File: src/rtl/tmf_pkg.sv
// Package: shared constants and the burst-plan type for the trimmed-mean filter.
// Assumes mode codes are 3 bits wide and the longest burst is 18 samples.
package tmf_pkg;

    localparam int MODE_W    = 3;
    localparam int MAX_BURST = 18;
    localparam int CNT_W     = $clog2(MAX_BURST + 1);
    localparam int SHIFT_W   = 3;

    // What one burst does: how many samples, whether extremes drop, how far to shift.
    typedef struct packed {
        logic [CNT_W-1:0]   count;
        logic               drop;
        logic [SHIFT_W-1:0] shift;
    } tmf_plan_t;

    // Turn a mode code into its burst plan; spare codes fall back to pass-through.
    function automatic tmf_plan_t plan_of(input logic [MODE_W-1:0] code);
        tmf_plan_t p;
        case (code)
            3'd1:    p = '{count: CNT_W'(2),  drop: 1'b0, shift: SHIFT_W'(1)};
            3'd2:    p = '{count: CNT_W'(4),  drop: 1'b1, shift: SHIFT_W'(1)};
            3'd3:    p = '{count: CNT_W'(6),  drop: 1'b1, shift: SHIFT_W'(2)};
            3'd4:    p = '{count: CNT_W'(10), drop: 1'b1, shift: SHIFT_W'(3)};
            3'd5:    p = '{count: CNT_W'(18), drop: 1'b1, shift: SHIFT_W'(4)};
            default: p = '{count: CNT_W'(1),  drop: 1'b0, shift: SHIFT_W'(0)};
        endcase
        return p;
    endfunction

endpackage

File: src/rtl/tmf_mode_select.sv
// Module: picks the mode field of one sensor out of the packed mode word and
// decodes it into a burst plan. Purely combinational.
// Assumes NUM_SENSORS fields of MODE_W bits, sensor 0 in the lowest bits.
module tmf_mode_select
    import tmf_pkg::*;
#(
    parameter int NUM_SENSORS = 4,
    localparam int SEN_W      = (NUM_SENSORS > 1) ? $clog2(NUM_SENSORS) : 1
) (
    input  logic [NUM_SENSORS*MODE_W-1:0] mode_word,
    input  logic [SEN_W-1:0]              sensor_id,
    output tmf_plan_t                     plan
);

    logic [MODE_W-1:0] field [NUM_SENSORS];

    // Split the packed word into one field per sensor.
    for (genvar g = 0; g < NUM_SENSORS; g++) begin : g_field
        assign field[g] = mode_word[g*MODE_W +: MODE_W];
    end

    // Select the addressed sensor's field and decode it.
    always_comb begin
        plan = plan_of(3'd0);
        for (int i = 0; i < NUM_SENSORS; i++) begin
            if (SEN_W'(i) == sensor_id) plan = plan_of(field[i]);
        end
    end

endmodule

File: src/rtl/tmf_accum.sv
// Module: collects one burst, tracking sample count, running sum, minimum and
// maximum. The plan and sensor are captured with the first sample and held.
// Assumes the plan count is at least 1 and at most MAX_BURST.
module tmf_accum
    import tmf_pkg::*;
#(
    parameter int DATA_W = 12,
    parameter int SEN_W  = 2,
    localparam int SUM_W = DATA_W + CNT_W
) (
    input  logic              clk,
    input  logic              rst_n,
    input  logic              in_valid,
    input  logic [DATA_W-1:0] in_data,
    input  logic [SEN_W-1:0]  in_sensor,
    input  tmf_plan_t         live_plan,
    output logic              fire,
    output logic [SUM_W-1:0]  sum_nx,
    output logic [DATA_W-1:0] min_nx,
    output logic [DATA_W-1:0] max_nx,
    output tmf_plan_t         plan_eff,
    output logic [SEN_W-1:0]  sensor_eff,
    output logic              open
);

    logic [CNT_W-1:0]  cnt_q;
    logic [SUM_W-1:0]  sum_q;
    logic [DATA_W-1:0] min_q;
    logic [DATA_W-1:0] max_q;
    tmf_plan_t         plan_q;
    logic [SEN_W-1:0]  sensor_q;
    logic              first;
    logic [CNT_W-1:0]  cnt_inc;

    assign first = (cnt_q == '0);
    assign open  = !first;

    // Fold the incoming sample into the burst statistics.
    always_comb begin
        plan_eff   = first ? live_plan : plan_q;
        sensor_eff = first ? in_sensor : sensor_q;
        cnt_inc    = cnt_q + CNT_W'(1);
        sum_nx     = first ? SUM_W'(in_data) : sum_q + SUM_W'(in_data);
        min_nx     = (first || in_data < min_q) ? in_data : min_q;
        max_nx     = (first || in_data > max_q) ? in_data : max_q;
        fire       = in_valid && (cnt_inc == plan_eff.count);
    end

    // Advance the burst state on each accepted sample.
    always_ff @(posedge clk) begin
        if (!rst_n) begin
            cnt_q    <= '0;
            sum_q    <= '0;
            min_q    <= '0;
            max_q    <= '0;
            plan_q   <= '0;
            sensor_q <= '0;
        end else if (in_valid) begin
            cnt_q    <= fire ? '0 : cnt_inc;
            sum_q    <= sum_nx;
            min_q    <= min_nx;
            max_q    <= max_nx;
            plan_q   <= plan_eff;
            sensor_q <= sensor_eff;
        end
    end

endmodule

File: src/rtl/tmf_result.sv
// Module: trims the extremes out of the finished sum, divides by shifting,
// and registers the result with a one-cycle done pulse.
// Assumes sum, min and max describe a burst of at least three samples when drop is set.
module tmf_result
    import tmf_pkg::*;
#(
    parameter int DATA_W = 12,
    parameter int SEN_W  = 2,
    localparam int SUM_W = DATA_W + CNT_W
) (
    input  logic              clk,
    input  logic              rst_n,
    input  logic              fire,
    input  logic [SUM_W-1:0]  sum_in,
    input  logic [DATA_W-1:0] min_in,
    input  logic [DATA_W-1:0] max_in,
    input  tmf_plan_t         plan,
    input  logic [SEN_W-1:0]  sensor_in,
    output logic              res_valid,
    output logic [DATA_W-1:0] res_data,
    output logic [SEN_W-1:0]  res_sensor
);

    logic [SUM_W-1:0] trimmed;
    logic [SUM_W-1:0] scaled;

    // Remove one maximum and one minimum when the plan asks, then shift.
    always_comb begin
        trimmed = plan.drop ? (sum_in - SUM_W'(max_in) - SUM_W'(min_in)) : sum_in;
        scaled  = trimmed >> plan.shift;
    end

    // Register the result and raise the done pulse for one cycle.
    always_ff @(posedge clk) begin
        if (!rst_n) begin
            res_valid  <= 1'b0;
            res_data   <= '0;
            res_sensor <= '0;
        end else begin
            res_valid <= fire;
            if (fire) begin
                res_data   <= scaled[DATA_W-1:0];
                res_sensor <= sensor_in;
            end
        end
    end

endmodule

File: src/rtl/tmf_filter.sv
// Module: top of the trimmed-mean sample filter. Selects the sensor's mode on
// the first sample of a burst, accumulates the burst, and emits the result.
// Assumes one sample per cycle at most and that a burst is finished before
// samples of another sensor are sent.
module tmf_filter
    import tmf_pkg::*;
#(
    parameter int DATA_W      = 12,
    parameter int NUM_SENSORS = 4,
    localparam int SEN_W      = (NUM_SENSORS > 1) ? $clog2(NUM_SENSORS) : 1,
    localparam int SUM_W      = DATA_W + CNT_W
) (
    input  logic                          clk,
    input  logic                          rst_n,
    input  logic [NUM_SENSORS*MODE_W-1:0] mode_word,
    input  logic                          smp_valid,
    input  logic [DATA_W-1:0]             smp_data,
    input  logic [SEN_W-1:0]              sensor_id,
    output logic                          res_valid,
    output logic [DATA_W-1:0]             res_data,
    output logic [SEN_W-1:0]              res_sensor
);

    tmf_plan_t         live_plan;
    tmf_plan_t         plan_eff;
    logic              fire;
    logic [SUM_W-1:0]  sum_nx;
    logic [DATA_W-1:0] min_nx;
    logic [DATA_W-1:0] max_nx;
    logic [SEN_W-1:0]  sensor_eff;
    logic              burst_open;

    tmf_mode_select #(.NUM_SENSORS(NUM_SENSORS)) u_sel (
        .mode_word (mode_word),
        .sensor_id (sensor_id),
        .plan      (live_plan)
    );

    tmf_accum #(.DATA_W(DATA_W), .SEN_W(SEN_W)) u_acc (
        .clk        (clk),
        .rst_n      (rst_n),
        .in_valid   (smp_valid),
        .in_data    (smp_data),
        .in_sensor  (sensor_id),
        .live_plan  (live_plan),
        .fire       (fire),
        .sum_nx     (sum_nx),
        .min_nx     (min_nx),
        .max_nx     (max_nx),
        .plan_eff   (plan_eff),
        .sensor_eff (sensor_eff),
        .open       (burst_open)
    );

    tmf_result #(.DATA_W(DATA_W), .SEN_W(SEN_W)) u_res (
        .clk        (clk),
        .rst_n      (rst_n),
        .fire       (fire),
        .sum_in     (sum_nx),
        .min_in     (min_nx),
        .max_in     (max_nx),
        .plan       (plan_eff),
        .sensor_in  (sensor_eff),
        .res_valid  (res_valid),
        .res_data   (res_data),
        .res_sensor (res_sensor)
    );

endmodule

File: config.mk
export PLATFORM = sky130hd
export DESIGN_NAME = tmf_filter
export DESIGN_NICKNAME = d
export VERILOG_FILES = /design/src/rtl/tmf_pkg.sv /design/src/rtl/tmf_mode_select.sv /design/src/rtl/tmf_accum.sv /design/src/rtl/tmf_result.sv /design/src/rtl/tmf_filter.sv
export SDC_FILE = /design/constraint.sdc
export NUM_CORES = 1
export LEC_CHECK = 0
export ABC_AREA = 0
export CAP_MARGIN = 20
export CORE_MARGIN = 4
export CORE_UTILIZATION = 60
export DETAILED_ROUTE_END_ITERATION = 7
export PLACE_DENSITY = 0.8
export SYNTH_ARGS = -nofsm -noshare
export SYNTH_HDL_FRONTEND = slang
export SYNTH_HIERARCHICAL = 1
export SYNTH_SLANG_ARGS = --single-unit
File: constraint.sdc
create_clock -name clk -period 13.4 [get_ports clk]
set_input_delay 2.68 -clock clk [delete_from_list [all_inputs] [get_ports clk]]
set_output_delay 2.68 -clock clk [all_outputs]
set_load 0.005 [all_outputs]
==> metrics.md <==
| Metric | Value |
|---|---|
| Leakage | `3.35 nW` |
| Initial antenna violation count | `0` |
| Slew HR | `37.5%` |
| Power Density | `171 mW/mm^2` |
| Max Fclk | `0.126 GHz` |
| Total wire length | `18.9 mm` |
| Layout cells sized above 1 | `8.60%` |
| DR WL/cell | `17.4 um` |
| VDD IR max | `129 uV` |
| Switch share | `45.7%` |
| Iteration-0 DRC Markers | `620` |
| Post-CTS Hold Buffers | `0` |
| Status | `finished, final reports clean` |
| Net Switching | `0.000621 W` |
| Total clock sinks | `72` |
| Internal power | `0.000737 W` |
| Clock Latency Late Sink | `350 ps` |
| IO buf count | `43` |
| CP Launch Type | `input port` |
| Total GRT Usage | `27.1%` |
| Final GP Congestion | `0.962` |
| Commonest non-fill, non-tap cells in the layout | `124 x nand2_1, 72 x dfxtp_1, 68 x inv_1` |
| Clock root buffer | `clkbuf_16` |
| Clock share of power | `18.1%` |
| Via count | `6817` |
| RSZ-0062 raised after global routing | `false` |
| Die X | `118 um` |
| Place WS | `5230 ps` |
| GRT overflow | `0` |
| Synthesized Nets | `1021` |
| Final hold vios | `0` |
| # rows | `39` |
| Fill cell count | `984` |
| Fin crit share | `59.3%` |
| CTS resizes | `0` |
| Synthesis-to-layout area growth | `9.82%` |
| Post-layout util | `68.2%` |
| Number of global-route vias before repair | `6364` |
| N_diodes | `0` |
| CP max FO | `12` |
| Ys Warns | `6` |
| HPWL after DPL | `13.8 mm` |
| TritonRoute pass-1 iters | `5` |
| Clk pin slew, worst setup/hold paths | `60 ps` |
| Multi-input logic area | `0.00526 mm^2` |
| Final critical-path setup slack | `5450 ps` |
| Fin nets | `1035` |
| Initial Util | `62.1%` |
| Fin crit period | `7950 ps` |
| Combinational share of power | `63.0%` |
| # H-tree levels | `3` |
| CTS tree | `yes` |
| Slew @ Worst Pin | `936 ps` |
| Endpoint type of the worst setup path | `flop` |
| First-pass GRT wire length | `31.4 mm` |
| Register area | `0.00144 mm^2` |
| Post-CTS Setup Bufs | `0` |
| Largest net degree at the start of global routing | `60` |
| Routed Antenna Nets | `0` |
| Worst setup path class | `in2reg` |
| # IOs | `44` |
| Die footprint | `0.0138 mm^2` |
| Mean area per synthesized cell | `7.82 um^2` |
| Vias/cell | `6.28` |
| Final slew viol count | `0` |
| Mapped Area | `0.00721 mm^2` |
| CORE AREA | `0.0116 mm^2` |
| Post-route clock skew | `5.96 ps` |
| WP data required | `13630 ps` |
| WP data arrival | `8170 ps` |
| Min-Delay Path Class | `reg2reg` |
| Max Root-Sink Buffers | `2` |
| Die Y | `118 um` |
| Final TNS setup | `0 ps` |
| Max_cap viols | `0` |
| DRC | `0` |
| CTS buffer count | `9` |
| Synthesized instance count | `923` |
| Most common cell after layout, fill and taps aside | `nand2_1` |
| Flop pwr share | `18.9%` |
| Final setup fails | `0` |
[state kept, by name, summed over array words and instances, names as in the netlist]
| register | count |
|---|---|
| u_res/res_valid | 1 |
| u_acc/plan_q | 9 |
| u_acc/max_q | 12 |
| u_res/res_sensor | 2 |
| u_res/res_data | 12 |
| u_acc/cnt_q | 5 |
| u_acc/sum_q | 17 |
| u_acc/sensor_q | 2 |
| u_acc/min_q | 12 |
[final timing paths]
kind                                         from                 to  slack (ps)  depth (start not counted)
worst max register to register    u_acc/max_q[10]  u_res/res_data[8]        8030                         18
worst min-delay path            u_res/res_data[6]  u_res/res_data[6]         480                          2
worst min register to register  u_res/res_data[6]  u_res/res_data[6]         480                          2
worst max-delay path                 smp_data[10]  u_res/res_data[8]        5450                         18
[power by group through the flow]
stage          clock, W  combinational [W]  sequential, W
3_5_place_dp          0           0.000831       0.000260
2_1_floorplan         0           0.000663       0.000256
5_1_grt        0.000257           0.000943       0.000259
4_1_cts        0.000248           0.000837       0.000256
6_report       0.000246           0.000855       0.000256
3_3_place_gp          0           0.000819       0.000260
[layer usage]
layer  track usage [%]  up-vias  part of all wire (%)
li1                  -     3345                     -
met1              34.8     3186                    43
met2              45.9      254                    48
met3              4.66       32                   6.5
met4              9.52        0                   2.3
met5                 0        -                     0
[worst max-delay path, stage by stage]
cell	delay [ps]
clkdlybuf4s50_1	590
ha_1	420
a21oi_1	160
a21boi_0	140
o41ai_1	430
and2_1	570
mux2_2	400
inv_1	60
fa_1	410
ha_1	430
o211ai_2	140
o21ai_0	420
nor2_1	100
or3_1	380
mux2_2	300
or3_1	350
o31ai_1	90
nor3_1	100
[stage by stage]
stage	cells	instance area (um^2)	total power [W]	hold slack, ps
detailed placement	1069	7620	0.00109	472
global placement	1069	7620	0.00108	468
floorplan	923	7210	0.000919	444
CTS	1085	7920	0.00134	483
finish	1085	7920	0.00136	480
global route	1085	7920	0.00146	489
[layout make-up]
cell class | count | share of cell area, %
clock inverters | 6 | 0.742
well taps | 143 | 2.26
repair buffers | 50 | 6.03
flip-flops and latches | 72 | 18.2
clock buffers | 10 | 3.02
multi-input cells | 732 | 66.3
inverters | 72 | 3.41
No activity file was read; power rests on OpenSTA's default activity.
